`config.mk`:
```
export PLATFORM = sky130hd
export DESIGN_NAME = spiSlave
export DESIGN_NICKNAME = d
export VERILOG_FILES = /design/src/rtl/spiSlvPkg.sv /design/src/rtl/spiSlvData.sv /design/src/rtl/spiSlvCtrl.sv /design/src/rtl/spiSlave.sv
export SDC_FILE = /design/constraint.sdc
export NUM_CORES = 1
export LEC_CHECK = 0
export BUFFER_PORTS_ARGS = -buffer_cell sky130_fd_sc_hd__buf_4
export CAP_MARGIN = 15
export CORE_ASPECT_RATIO = 1.25
export CORE_MARGIN = 2
export CORE_UTILIZATION = 45
export CTS_CLUSTER_SIZE = 30
export DETAILED_ROUTE_END_ITERATION = 12
export PLACE_DENSITY_LB_ADDON = 0.1
export SYNTH_ARGS = -nofsm -noshare
export SYNTH_HDL_FRONTEND = slang
export SYNTH_SLANG_ARGS = --single-unit
```
`constraint.sdc`:
```
create_clock -name clk -period 2.35 [get_ports clk]
set_input_delay 0.1175 -clock clk [delete_from_list [all_inputs] [get_ports clk]]
set_output_delay 0.1175 -clock clk [all_outputs]
set_load 0.02 [all_outputs]
```
`src/rtl/spiSlvPkg.sv`:
```
package spiSlvPkg;

  // Strobes from control to datapath, one cycle each
  typedef struct packed {
    logic shiftIn;      // latch data-in bit on a rising serial-clock edge
    logic shiftOut;     // advance shift register on a falling edge
    logic loadFromTx;   // holding buffer -> shift register
    logic loadFromCpu;  // host write -> shift register
    logic writeTxBuf;   // host write -> holding buffer
    logic captureRx;    // completed byte -> receive buffer
  } spiStrobeT;

  localparam logic ADDR_DATA = 1'b0;
  localparam logic ADDR_CTRL = 1'b1;
  localparam logic [1:0] MODE_THREE_WIRE = 2'b00;
  localparam logic [1:0] MODE_FOUR_WIRE  = 2'b01;

endpackage

```
`src/rtl/spiSlvData.sv`:
```
module spiSlvData
  import spiSlvPkg::*;
#(
  parameter int DW   = 8,
  parameter int SYNC = 2
) (
  input  logic          clk,
  input  logic          rstN,
  input  logic          sckIn,
  input  logic          mosiIn,
  input  logic          nssIn,
  input  spiStrobeT     strb,
  input  logic [DW-1:0] cpuData,
  output logic          sckRise,
  output logic          sckFall,
  output logic          nssFall,
  output logic          nssLvl,
  output logic          misoBit,
  output logic [DW-1:0] rxWord
);

  logic [SYNC-1:0] sckSh, mosiSh, nssSh;
  logic            sckPrev, nssPrev, mosiHold;
  logic [DW-1:0]   shReg, txBuf, rxBuf;
  logic            sckS, mosiS;

  always_ff @(posedge clk or negedge rstN) begin
    if (!rstN) begin
      sckSh   <= '0;
      mosiSh  <= '0;
      nssSh   <= '1;
      sckPrev <= 1'b0;
      nssPrev <= 1'b1;
    end else begin
      sckSh   <= {sckSh[SYNC-2:0], sckIn};
      mosiSh  <= {mosiSh[SYNC-2:0], mosiIn};
      nssSh   <= {nssSh[SYNC-2:0], nssIn};
      sckPrev <= sckS;
      nssPrev <= nssLvl;
    end
  end

  assign sckS    = sckSh[SYNC-1];
  assign mosiS   = mosiSh[SYNC-1];
  assign nssLvl  = nssSh[SYNC-1];
  assign sckRise = sckS & ~sckPrev;
  assign sckFall = ~sckS & sckPrev;
  assign nssFall = ~nssLvl & nssPrev;

  always_ff @(posedge clk or negedge rstN) begin
    if (!rstN) begin
      mosiHold <= 1'b0;
      shReg    <= '0;
      txBuf    <= '0;
      rxBuf    <= '0;
    end else begin
      if (strb.shiftIn) mosiHold <= mosiS;
      if (strb.loadFromTx)       shReg <= txBuf;
      else if (strb.loadFromCpu) shReg <= cpuData;
      else if (strb.shiftOut)    shReg <= {shReg[DW-2:0], mosiHold};
      if (strb.writeTxBuf) txBuf <= cpuData;
      if (strb.captureRx)  rxBuf <= {shReg[DW-2:0], mosiS};
    end
  end

  assign misoBit = shReg[DW-1];
  assign rxWord  = rxBuf;

  // the shift register has at most one source per cycle
  a_r4_single_load: assert property (@(posedge clk) disable iff (!rstN)
    $onehot0({strb.loadFromTx, strb.loadFromCpu, strb.shiftOut}));

  // a byte is captured only on a detected rising edge
  a_r2_capture_on_rise: assert property (@(posedge clk) disable iff (!rstN)
    strb.captureRx |-> sckRise);

  // the holding buffer is never written while it still holds a byte
  a_r5_no_overwrite: assert property (@(posedge clk) disable iff (!rstN)
    (strb.writeTxBuf && $past(strb.writeTxBuf)) |-> 1'b0);

endmodule

```
`src/rtl/spiSlvCtrl.sv`:
```
module spiSlvCtrl
  import spiSlvPkg::*;
#(
  parameter int DW = 8
) (
  input  logic       clk,
  input  logic       rstN,
  input  logic       sckRise,
  input  logic       sckFall,
  input  logic       nssFall,
  input  logic       nssLvl,
  input  logic       wrEn,
  input  logic       wrAddr,
  input  logic [6:0] ctlBits,   // {done, wcol, ovr, ie, mode[1:0], en}
  input  logic       rdEn,
  input  logic       rdAddr,
  output spiStrobeT  strb,
  output logic [7:0] ctrlWord,
  output logic       active,
  output logic       irq
);

  localparam int CW = $clog2(DW);
  localparam logic [CW-1:0] LAST = CW'(DW - 1);

  logic          enReg, ieReg, doneF, wcolF, ovrF;
  logic [1:0]    modeReg;
  logic          rxFull, txFull, shEmpty;
  logic [CW-1:0] bitCnt;
  logic threeWire, rise, fall, complete, cpuTx, cpuCtl, rxPop, collide;

  assign threeWire = (modeReg == MODE_THREE_WIRE);
  assign active    = enReg & (threeWire | ~nssLvl);
  assign rise      = active & sckRise;
  assign fall      = active & sckFall;
  assign complete  = rise & (bitCnt == LAST);
  assign cpuTx     = wrEn & (wrAddr == ADDR_DATA);
  assign cpuCtl    = wrEn & (wrAddr == ADDR_CTRL);
  assign rxPop     = rdEn & (rdAddr == ADDR_DATA);
  assign collide   = cpuTx & txFull;

  always_comb begin
    strb             = '0;
    strb.shiftIn     = rise;
    strb.shiftOut    = fall & (bitCnt != '0);
    strb.loadFromCpu = cpuTx & ~txFull & shEmpty & (bitCnt == '0);
    strb.writeTxBuf  = cpuTx & ~txFull & ~strb.loadFromCpu;
    strb.loadFromTx  = complete & txFull;
    strb.captureRx   = complete & ~rxFull;
  end

  always_ff @(posedge clk or negedge rstN) begin
    if (!rstN) begin
      enReg   <= 1'b0;
      ieReg   <= 1'b0;
      modeReg <= MODE_FOUR_WIRE;
      doneF   <= 1'b0;
      wcolF   <= 1'b0;
      ovrF    <= 1'b0;
      rxFull  <= 1'b0;
      txFull  <= 1'b0;
      shEmpty <= 1'b1;
      bitCnt  <= '0;
    end else begin
      if (cpuCtl) begin
        enReg   <= ctlBits[0];
        modeReg <= ctlBits[2:1];
        ieReg   <= ctlBits[3];
      end

      if (!enReg || (!threeWire && nssFall)) bitCnt <= '0;
      else if (rise) bitCnt <= (bitCnt == LAST) ? '0 : bitCnt + 1'b1;

      if (strb.loadFromTx)      txFull <= 1'b0;
      else if (strb.writeTxBuf) txFull <= 1'b1;

      if (strb.loadFromCpu || strb.loadFromTx) shEmpty <= 1'b0;
      else if (complete)                       shEmpty <= 1'b1;

      if (strb.captureRx) rxFull <= 1'b1;
      else if (rxPop)     rxFull <= 1'b0;

      if (complete)                    doneF <= 1'b1;
      else if (cpuCtl && !ctlBits[6])  doneF <= 1'b0;
      if (collide)                     wcolF <= 1'b1;
      else if (cpuCtl && !ctlBits[5])  wcolF <= 1'b0;
      if (complete && rxFull)          ovrF  <= 1'b1;
      else if (cpuCtl && !ctlBits[4])  ovrF  <= 1'b0;
    end
  end

  assign ctrlWord = {doneF, wcolF, ovrF, ieReg, modeReg, txFull, enReg};
  assign irq      = ieReg & (doneF | wcolF | ovrF);

  // a completed byte raises the done flag
  a_r2_done_set: assert property (@(posedge clk) disable iff (!rstN)
    complete |=> doneF);

  // a colliding write raises the collision flag
  a_r5_collision: assert property (@(posedge clk) disable iff (!rstN)
    collide |=> wcolF);

  // overrun flags and keeps the buffer marked full
  a_r6_overrun: assert property (@(posedge clk) disable iff (!rstN)
    (complete && rxFull) |=> (ovrF && rxFull));

  // done only rises after a byte completed
  a_r10_done_cause: assert property (@(posedge clk) disable iff (!rstN)
    $rose(doneF) |-> $past(complete));

  // a disabled slave holds its counter at zero
  a_r11_idle_count: assert property (@(posedge clk) disable iff (!rstN)
    !enReg |=> (bitCnt == '0));

  // slave-select high freezes the counter in 4-wire mode
  a_r7_frozen: assert property (@(posedge clk) disable iff (!rstN)
    (enReg && !threeWire && nssLvl && !cpuCtl) |=> $stable(bitCnt));

endmodule

```
`src/rtl/spiSlave.sv`:
```
module spiSlave
  import spiSlvPkg::*;
#(
  parameter int DW   = 8,
  parameter int SYNC = 2
) (
  input  logic          clk,
  input  logic          rstN,
  input  logic          sckIn,
  input  logic          mosiIn,
  input  logic          nssIn,
  output logic          misoOut,
  output logic          misoEn,
  input  logic          wrEn,
  input  logic          wrAddr,
  input  logic [DW-1:0] wrData,
  input  logic          rdEn,
  input  logic          rdAddr,
  output logic [DW-1:0] rdData,
  output logic          irq
);

  spiStrobeT     strb;
  logic          sckRise, sckFall, nssFall, nssLvl;
  logic [7:0]    ctrlWord;
  logic [DW-1:0] rxWord;

  spiSlvData #(.DW(DW), .SYNC(SYNC)) u_data (
    .clk, .rstN, .sckIn, .mosiIn, .nssIn,
    .strb, .cpuData(wrData),
    .sckRise, .sckFall, .nssFall, .nssLvl,
    .misoBit(misoOut), .rxWord
  );

  spiSlvCtrl #(.DW(DW)) u_ctrl (
    .clk, .rstN, .sckRise, .sckFall, .nssFall, .nssLvl,
    .wrEn, .wrAddr, .ctlBits({wrData[7:2], wrData[0]}),
    .rdEn, .rdAddr,
    .strb, .ctrlWord, .active(misoEn), .irq
  );

  assign rdData = (rdAddr == ADDR_CTRL) ? DW'(ctrlWord) : rxWord;

endmodule

```
==> results of run 1 <==
[flip-flops by register name, summed over array words and instances, names as in the netlist, 2 cells and up]
register	cells
u_data.rxWord	8
u_data.mosiSh	2
u_ctrl.bitCnt	3
u_ctrl.modeReg	2
u_data.nssSh	2
u_data.shReg	8
u_data.sckSh	2
u_data.txBuf	8
[worst register-to-register path, stage by stage, from the launching register on]
cell                       delay (ns)
sky130_fd_sc_hd__dfrtp_1         0.41
sky130_fd_sc_hd__ha_1            0.21
sky130_fd_sc_hd__ha_1            0.25
sky130_fd_sc_hd__nand2_1         0.08
sky130_fd_sc_hd__and4bb_1        0.32
sky130_fd_sc_hd__a22o_1          0.22
sky130_fd_sc_hd__a221o_1         0.26
[per-stage QoR]
step                       util  worst slack [ns]  cell area, sq um
after floorplan               -             0.597              2060
after global placement    0.525             0.559              2310
after detailed placement  0.525             0.480              2310
after CTS                 0.556             0.476              2440
after global routing      0.556             0.399              2440
final                     0.556             0.482              2440
[worst max path at each step]
| stage | depth (start not counted) | to | slack, ns | start |
|---|---|---|---|---|
| CTS | 6 | u_data.shReg[3] | 0.48 | u_ctrl.bitCnt[0] |
| detailed placement | 6 | u_data.shReg[3] | 0.48 | u_ctrl.bitCnt[0] |
| global placement | 6 | u_data.shReg[1] | 0.56 | u_ctrl.bitCnt[0] |
| global route | 6 | u_data.shReg[3] | 0.40 | u_ctrl.bitCnt[0] |
| floorplan | 7 | u_data.shReg[1] | 0.60 | u_ctrl.bitCnt[0] |
| finish | 6 | u_data.shReg[3] | 0.48 | u_ctrl.bitCnt[0] |
[power breakdown]
part	switching [mW]	total, mW	internal [mW]
clock	0.259	0.495	0.236
combinational	0.0822	0.167	0.0846
sequential	0.0310	0.859	0.828
[final cells by class]
cell class              instances  area [sq um]  share of cell area
clock inverters                 2          12.5             0.00512
repair buffers                 32           250               0.102
flip-flops and latches         46          1160               0.474
clock buffers                   6          82.6              0.0338
multi-input cells              91           848               0.347
well taps                      58          72.6              0.0297
inverters                       5          18.8             0.00768
[layer usage]
metal,GRT usage,up-vias
li1,-,603
met1,0.201,644
met2,0.303,20
met3,0.0381,6
met4,0.0511,0
met5,0,-
[cells in the final DEF, fill, tap and decap left out, types with 2 or more instances in the layout]
cell	n
sky130_fd_sc_hd__dfstp_2	5
sky130_fd_sc_hd__nor2b_1	3
sky130_fd_sc_hd__dfrtp_1	41
sky130_fd_sc_hd__ha_1	3
sky130_fd_sc_hd__buf_4	28
sky130_fd_sc_hd__mux2i_1	2
sky130_fd_sc_hd__dlygate4sd3_1	4
sky130_fd_sc_hd__a21oi_1	3
sky130_fd_sc_hd__o21ai_0	7
sky130_fd_sc_hd__a221o_1	8
sky130_fd_sc_hd__nand2b_1	2
sky130_fd_sc_hd__a22o_1	8
sky130_fd_sc_hd__inv_1	5
sky130_fd_sc_hd__mux2_4	8
sky130_fd_sc_hd__clkbuf_8	6
sky130_fd_sc_hd__nand2_1	8
sky130_fd_sc_hd__mux2_2	21
sky130_fd_sc_hd__nor2_1	3
[Yosys cell counts (2+ instances only)]
cell type                  count
sky130_fd_sc_hd__a21oi_1       3
sky130_fd_sc_hd__a221o_1       8
sky130_fd_sc_hd__a22o_1        8
sky130_fd_sc_hd__dfrtp_1      41
sky130_fd_sc_hd__dfstp_2       5
sky130_fd_sc_hd__ha_1          3
sky130_fd_sc_hd__inv_1         5
sky130_fd_sc_hd__mux2_2       21
sky130_fd_sc_hd__mux2_4        8
sky130_fd_sc_hd__mux2i_1       2
sky130_fd_sc_hd__nand2_1       8
sky130_fd_sc_hd__nand2b_1      2
sky130_fd_sc_hd__nor2_1        3
sky130_fd_sc_hd__nor2b_1       3
sky130_fd_sc_hd__o21ai_0       7
[kinds of logic after synthesis]
kind of cell    share of synthesized area
compound gates                      0.119
fa+ha+maj                          0.0183
buf+inv                            0.0249
flops                               0.563
mux                                 0.183
simple gates                       0.0925
==> metrics.cfg, run 1 <==
[synthesis]
ys_ff_latch=46
post_synth_edffs=0
synth_top_area_share=0.499
total_standard_cell_area_after_synthesis_sq_um=2060
synth-main-ff-cell=sky130_fd_sc_hd__dfrtp_1
synth.net_count=167
ys_seq_area_frac=0.563
synth.lib_cells_used.distinct=35
yosys.area.top_type=sky130_fd_sc_hd__dfrtp_1
ys.warnings.count=0
postSynthAreaPerCell_sq_um=14.0
asyncSetResetFlopFracSynth=1.00
postSynthCellCount=147
post_synth_main_area_contributors=sky130_fd_sc_hd__dfrtp_1, sky130_fd_sc_hd__mux2_2, sky130_fd_sc_hd__dfstp_2, sky130_fd_sc_hd__mux2_4, sky130_fd_sc_hd__a221o_1

[route]
num_vias=1273
met3_wirelength_microns=125
number_of_iterations_in_the_first_detailed_routing_pass=4
wl_met1_microns=1700
avgViaCountPerCell=5.30
drt_first_iter_violations=40
antenna_violating_nets_post_route=0
postRouteWirelength_microns=4030
routed_wire_length_per_instance_microns=16.8
met2RoutedLength_microns=2160
routed.top_layer=met4
total_drc_errors_in_the_routed_layout=0

[timing]
clock.fmax_mhz=535
hold_ws_ns=0.0329
rsz_0062_raised_after_global_routing=no
timing_worst_slew_pin_value_ns=0.556
maxSlewHeadroom=0.630
finalCritPeriodShare=0.795
clock-skew-final_ns=0.00651
maxSlewViolCount=0
finalCriticalPeriod_ns=1.87
setup_total_negative_slack_ns=0
report.final.setup_viol=0
hold_violations=0

[min_path]
hold_path_end=u_ctrl.wcolF
hold_path.startpoint=wrAddr
hold_path.class=in2reg
worstHoldPathCells=2

[worst_setup_path]
cp-end-kind=flip-flop
r2r_start=u_ctrl.bitCnt[0]
critPathMostFrequentCell=sky130_fd_sc_hd__ha_1
worst-setup-path-type=reg2reg
crit_arrival_ns=2.05
max_stage_delay_ns=0.41
ff2ff_path_depth=6
timing.critical_path.required_ns=2.53
critical_path_cell_by_cell=ha_1 > ha_1 > nand2_1 > and4bb_1 > a22o_1 > a221o_1
cp_top_delay_family=compound AO/OA/AOI/OAI gates
timing.rr.end=u_data.shReg[3]
critical-path-slowest-cell=sky130_fd_sc_hd__dfrtp_1
crit_fanout=8
critical_path.n_buffers_inverters=0
reg2reg_setup_slack_ns=0.48
critical_path.startpoint_type=flip-flop

[cts]
numCtsBuffers=5
cts_hold_buffers=4
tritoncts=yes
clk_latency_ns=0.29
clock_transition_at_path_regs_ns=0.08
clk_path_buf_depth=2
post_cts_resized=0
cts_root_buf=sky130_fd_sc_hd__clkbuf_8
post_cts_buffers=0
cts-htree-levels=2
clock-sinks=46

[grt]
grt_pass1_wl_microns=6530
grt_start_max_net_pins=47
grt_pass1_vias=1337
grt_overflow=0
grt_util_all_layers=0.169
grt_antenna_before_repair=0

[pwr]
total_leakage_power_nw=1.21
irDropWorstVdd_mv=0.370
power_density_nw_per_um2=623
report.power.total_mw=1.52

[die]
fp-row-count=27
floorplan.core_area_sq_um=4390
dieHeight_microns=79.6
fp.dieW_microns=64.5
initial_utilization=0.468
pin_count=28
die_area_sq_um=5130

[placement]
io_buffer_count=27
gp_congestion=0.736
place_hpwl_microns=2840
placed_cells_incl_taps=228

[final_layout]
final_net_count=201
diodes=0
drive_above_1_share=0.429
area_delta_synth_final_pct=18.7
filler_cell_count=388
final-instance-count-excl-fill=240

[run]
max_cap_violations=0

[status]
outcome=finished clean

(Power assumes the default switching activity.)
==> run 2, diff against run 1 <==
clock period = 1.6 ns   (was 2.35 ns; I/O delays follow)
==> run 2 against run 1 <==
Compared with the run above:
- the flow now finishes with violations (setup timing)
- sequential cell count unchanged
- combinational power increased by 69%
- cell area is 6.4% higher
==> metrics.cfg, run 2 (same netlist as run 1, synthesis figures left out) <==
[status]
outcome=complete, but fails checks
failed_checks=setup timing

[route]
num_vias=1364
number_of_iterations_in_the_first_detailed_routing_pass=4
total_drc_errors_in_the_routed_layout=0
postRouteWirelength_microns=4290
routed_wire_length_per_instance_microns=16.9
antenna_violating_nets_post_route=0
avgViaCountPerCell=5.39
drt_first_iter_violations=51

[cts]
cts-htree-levels=2
clk_latency_ns=0.30
clk_path_buf_depth=2
clock_transition_at_path_regs_ns=0.09
cts_root_buf=sky130_fd_sc_hd__clkbuf_8
tritoncts=yes
numCtsBuffers=5
clock-sinks=46

[worst_setup_path]
critical_path.startpoint_type=flip-flop
timing.critical_path.required_ns=1.79
worst-setup-path-type=reg2reg
crit_arrival_ns=1.81
reg2reg_setup_slack_ns=-0.03
crit_fanout=5
cp-end-kind=flip-flop

[grt]
grt_overflow=0
grt_start_max_net_pins=47
grt_util_all_layers=0.186
grt_antenna_before_repair=0
grt_pass1_vias=1407
grt_pass1_wl_microns=7010

[timing]
clock-skew-final_ns=0.0113
hold_violations=0
timing_worst_slew_pin_value_ns=0.566
rsz_0062_raised_after_global_routing=yes
clock.fmax_mhz=615
fin_ws_ns=-0.0254
finalCriticalPeriod_ns=1.63
maxSlewViolCount=0
maxSlewHeadroom=0.622
finalCritPeriodShare=1.02
report.final.setup_viol=12

[placement]
gp_congestion=0.767
io_buffer_count=27
place_hpwl_microns=2970
detailedPlace.worstSlack_ns=-0.106

[die]
floorplan.core_area_sq_um=4390
pin_count=28
fp.dieW_microns=64.5
initial_utilization=0.468
die_area_sq_um=5130
dieHeight_microns=79.6
fp-row-count=27

[final_layout]
area_delta_synth_final_pct=26.3
diodes=0
final_net_count=214
finalCoreUtilization=0.591
drive_above_1_share=0.497
most_common_cell_after_layout_fill_and_taps_aside=sky130_fd_sc_hd__dfrtp_1
final_cell_mix=sky130_fd_sc_hd__dfrtp_1, sky130_fd_sc_hd__buf_4, sky130_fd_sc_hd__mux2_2

[run]
max_cap_violations=0

[pwr]
total_leakage_power_nw=1.28
power_density_nw_per_um2=864
report.power.total_mw=2.24
irDropWorstVdd_mv=0.627

[min_path]
hold_path.class=in2reg

run 2: changes by cell type in the layout (fill, tap and decap cells not counted), moves of 2 or more:
cell / change
sky130_fd_sc_hd__ha_1: -3
sky130_fd_sc_hd__a21oi_1: -2
sky130_fd_sc_hd__buf_6: +3
sky130_fd_sc_hd__buf_4: +8
sky130_fd_sc_hd__ha_2: +2
run 2: critical path: stages (launching register included):
cell and delay (ns):
sky130_fd_sc_hd__dfrtp_1 0.42, sky130_fd_sc_hd__ha_2 0.21, sky130_fd_sc_hd__ha_4 0.16, sky130_fd_sc_hd__buf_4 0.13, sky130_fd_sc_hd__nand4_4 0.07, sky130_fd_sc_hd__nand2b_4 0.21, sky130_fd_sc_hd__mux2_4 0.31
run 2: cell type report:
cell class | count | area (sq um)
clock inverter | 2 | 13.8
inverter | 5 | 18.8
sequential | 46 | 1160
clock buffer | 6 | 72.6
tap | 58 | 72.6
timing repair buffer | 44 | 354
multi-input combinational | 92 | 908
fill | 375 | 1790
run 2: worst paths after layout:
check,depth (start not counted),start,endpoint
max,6,u_ctrl.bitCnt[1],u_data.rxWord[0]
min,2,wrData[4],u_data.txBuf[4]
max reg2reg,6,u_ctrl.bitCnt[1],u_data.rxWord[0]
min reg2reg,0,u_data.sckSh[0],u_data.sckSh[1]
max in group asynchronous,2,rstN,u_ctrl.bitCnt[1]
min in group asynchronous,2,rstN,u_data.rxWord[7]
run 2: timing repair:
item | in CTS | in global routing
cloned | 1 | 0
endpoints found under the setup margin | 16 | 18
pin swaps | 0 | 9
hold buffers | 5 | 0
endpoints found under the hold margin | 45 | 0
setup buffers | 1 | 1
gates resized for setup | 3 | 10
run 2: routing by layer:
metal,track usage,part of all wire
met1,0.219,0.42
met5,0,0
met2,0.330,0.53
met3,0.0437,0.032
met4,0.0638,0.015
run 2: through the flow:
step / instance area (sq um) / setup TNS [ns] / std cells / hold WS, ns
finish: 2600 / -0.215 / 253 / 0.0265
global route: 2600 / -1.01 / 253 / 0.0148
CTS: 2560 / -0.167 / 253 / 0.0184
detailed placement: 2400 / -1.20 / 238 / 0.117
global placement: 2400 / -0.485 / 238 / 0.108
floorplan: 2080 / -0.174 / 147 / -0.216
run 2: where the power goes:
group	switching (mW)	internal, mW	leakage [nW]
clock	0.395	0.309	0.0452
combinational	0.139	0.143	0.646
sequential	0.0427	1.22	0.592
total	0.577	1.67	1.28
==> run 3, diff against run 2 <==
ABC_AREA = 1   (was default)
CORE_UTILIZATION = 35   (was 45)
clock period = 1.65 ns   (was 1.6 ns; I/O delays follow)
==> run 3 against run 2 <==
Compared with the run above:
- the run now ends clean
- critical path depth unchanged
- worst hold slack worse by 0.0066 ns
- cell area up 5.4%
- non-clock buffer count down 6
- largest power group unchanged
- count of clock-buffer cells in the layout up 1
==> metrics.cfg, run 3 <==
[grt]
grt.met2_usage=0.244
grt_overflow=0
grt_pass1_wl_microns=8380
grt_pass1_vias=1715
grt_antenna_before_repair=0
grt.busiest_layer=met2
globalRouteMet3Util=0.0365
globalRouteMet1Util=0.223
grt_start_max_net_pins=47
grt_util_all_layers=0.160

[cts]
tritoncts=yes
clock-sinks=46
numCtsBuffers=5
clk_latency_ns=0.30
clock_transition_at_path_regs_ns=0.08
clk_path_buf_depth=2
cts-htree-levels=2
cts_root_buf=sky130_fd_sc_hd__clkbuf_8

[worst_setup_path]
critical-path-slowest-cell=sky130_fd_sc_hd__dfrtp_1
critical_path.n_buffers_inverters=2
max_stage_delay_ns=0.39
ff2ff_path_depth=6
cp-end-kind=flip-flop
cp_top_delay_family=flip-flops
worst-setup-path-type=reg2reg
timing.critical_path.required_ns=1.84
r2r_start=u_ctrl.bitCnt[0]
critical_path_cell_by_cell=inv_1 > ha_2 > nand3_2 > nand2_1 > buf_12 > mux2_2
crit_arrival_ns=1.72
crit_fanout=13
critical_path.startpoint_type=flip-flop
timing.rr.end=u_data.txBuf[7]
reg2reg_setup_slack_ns=0.12

[synthesis]
asyncSetResetFlopFracSynth=1.00
ys_seq_area_frac=0.514
synth.lib_cells_used.distinct=29
synth-main-ff-cell=sky130_fd_sc_hd__dfrtp_1
synth.most_common_cell=sky130_fd_sc_hd__nand2_1
postSynthAreaPerCell_sq_um=8.73
netlist_top_cells_count=sky130_fd_sc_hd__nand2_1, sky130_fd_sc_hd__dfrtp_1, sky130_fd_sc_hd__inv_1, sky130_fd_sc_hd__o21ai_0, sky130_fd_sc_hd__nand3_2
ys_ff_latch=46
synth_top_area_share=0.456
ys.warnings.count=0
postSynthCellCount=258
yosys.area.top_type=sky130_fd_sc_hd__dfrtp_1
post_synth_main_area_contributors=sky130_fd_sc_hd__dfrtp_1, sky130_fd_sc_hd__nand2_1, sky130_fd_sc_hd__dfstp_2, sky130_fd_sc_hd__nand3_2, sky130_fd_sc_hd__inv_1
synth.net_count=278
total_standard_cell_area_after_synthesis_sq_um=2250
post_synth_edffs=0

[final_layout]
final_cell_mix=sky130_fd_sc_hd__nand2_1, sky130_fd_sc_hd__dfrtp_1, sky130_fd_sc_hd__buf_4
final_net_count=315
area_delta_synth_final_pct=21.6
drive_above_1_share=0.264
diodes=0
most_common_cell_after_layout_fill_and_taps_aside=sky130_fd_sc_hd__nand2_1

[die]
fp.dieW_microns=75.8
initial_utilization=0.363
die_area_sq_um=7100
dieHeight_microns=93.7
floorplan.core_area_sq_um=6210
fp-row-count=32
pin_count=28

[timing]
finalCriticalPeriod_ns=1.53
clock-skew-final_ns=0.00268
setup_total_negative_slack_ns=0
clock.fmax_mhz=652
timing_worst_slew_pin_value_ns=0.583
report.final.setup_viol=0
hold_ws_ns=0.0199
finalCritPeriodShare=0.929
rsz_0062_raised_after_global_routing=no
fin_ws_ns=0.117
maxSlewViolCount=0
hold_violations=0
maxSlewHeadroom=0.612

[placement]
io_buffer_count=27
gp_congestion=0.788
place_hpwl_microns=3580
detailedPlace.worstSlack_ns=0.0390

[min_path]
hold_path_end=u_data.txBuf[6]
worstHoldPathCells=2
hold_path.startpoint=wrData[6]
hold_path.class=in2reg

[route]
postRouteWirelength_microns=5050
antenna_violating_nets_post_route=0
routed_wire_length_per_instance_microns=13.3
drt_first_iter_violations=112
num_vias=1742
number_of_iterations_in_the_first_detailed_routing_pass=4
total_drc_errors_in_the_routed_layout=0
avgViaCountPerCell=4.57

[pwr]
irDropWorstVdd_mv=0.396
total_leakage_power_nw=1.38
power_density_nw_per_um2=874

[status]
outcome=finished clean

[run]
max_cap_violations=0

-- run 3: what timing repair did --
item	in CTS	in global routing
hold endpoints to repair	44	0
setup endpoints to repair	0	9
setup buffers	0	3
gates resized for setup	0	5
hold buffers	4	0
-- run 3: stage by stage --
stage,cell area (sq um),utilization,std cells,total power [mW]
2_1_floorplan,2250,-,258,1.44
3_3_place_gp,2550,0.410,365,1.58
3_5_place_dp,2550,0.410,365,1.58
4_1_cts,2690,0.434,377,2.42
5_1_grt,2740,0.441,381,2.53
6_report,2740,0.441,381,2.39
-- run 3: worst max path at each step --
stage	start	end	cells past startpoint
finish	u_ctrl.bitCnt[0]	u_data.txBuf[7]	6
global route	u_ctrl.bitCnt[0]	u_data.txBuf[7]	6
CTS	u_ctrl.bitCnt[0]	u_data.shReg[1]	10
detailed placement	u_ctrl.bitCnt[0]	u_data.shReg[0]	11
global placement	u_ctrl.bitCnt[0]	u_data.shReg[0]	11
floorplan	u_ctrl.bitCnt[0]	u_data.txBuf[6]	6
-- run 3: layout make-up --
type	count	area, sq um
clock inverters	1	30.0
repair buffers	38	312
flip-flops and latches	46	1160
fillers	628	3470
multi-input cells	179	962
inverters	25	93.8
well taps	85	106
clock buffers	7	76.3
-- run 3: report_power, final --
part / internal (mW) / switching [mW] / leakage [nW] / total [mW]
clock network: 0.454 / 0.374 / 0.0524 / 0.827
registers: 1.19 / 0.0538 / 0.560 / 1.25
logic: 0.134 / 0.185 / 0.765 / 0.319
total: 1.78 / 0.613 / 1.38 / 2.39
-- run 3: cells by family after synthesis --
logic type      synth area share
mux                       0.0200
flops                      0.514
fa+ha+maj                 0.0167
simple gates               0.314
compound gates            0.0678
buf+inv                   0.0672
-- run 3: routing by layer --
layer,part of all wire,up-vias
met3,0.031,4
li1,-,902
met5,0,-
met2,0.46,32
met1,0.50,804
met4,0.0095,0
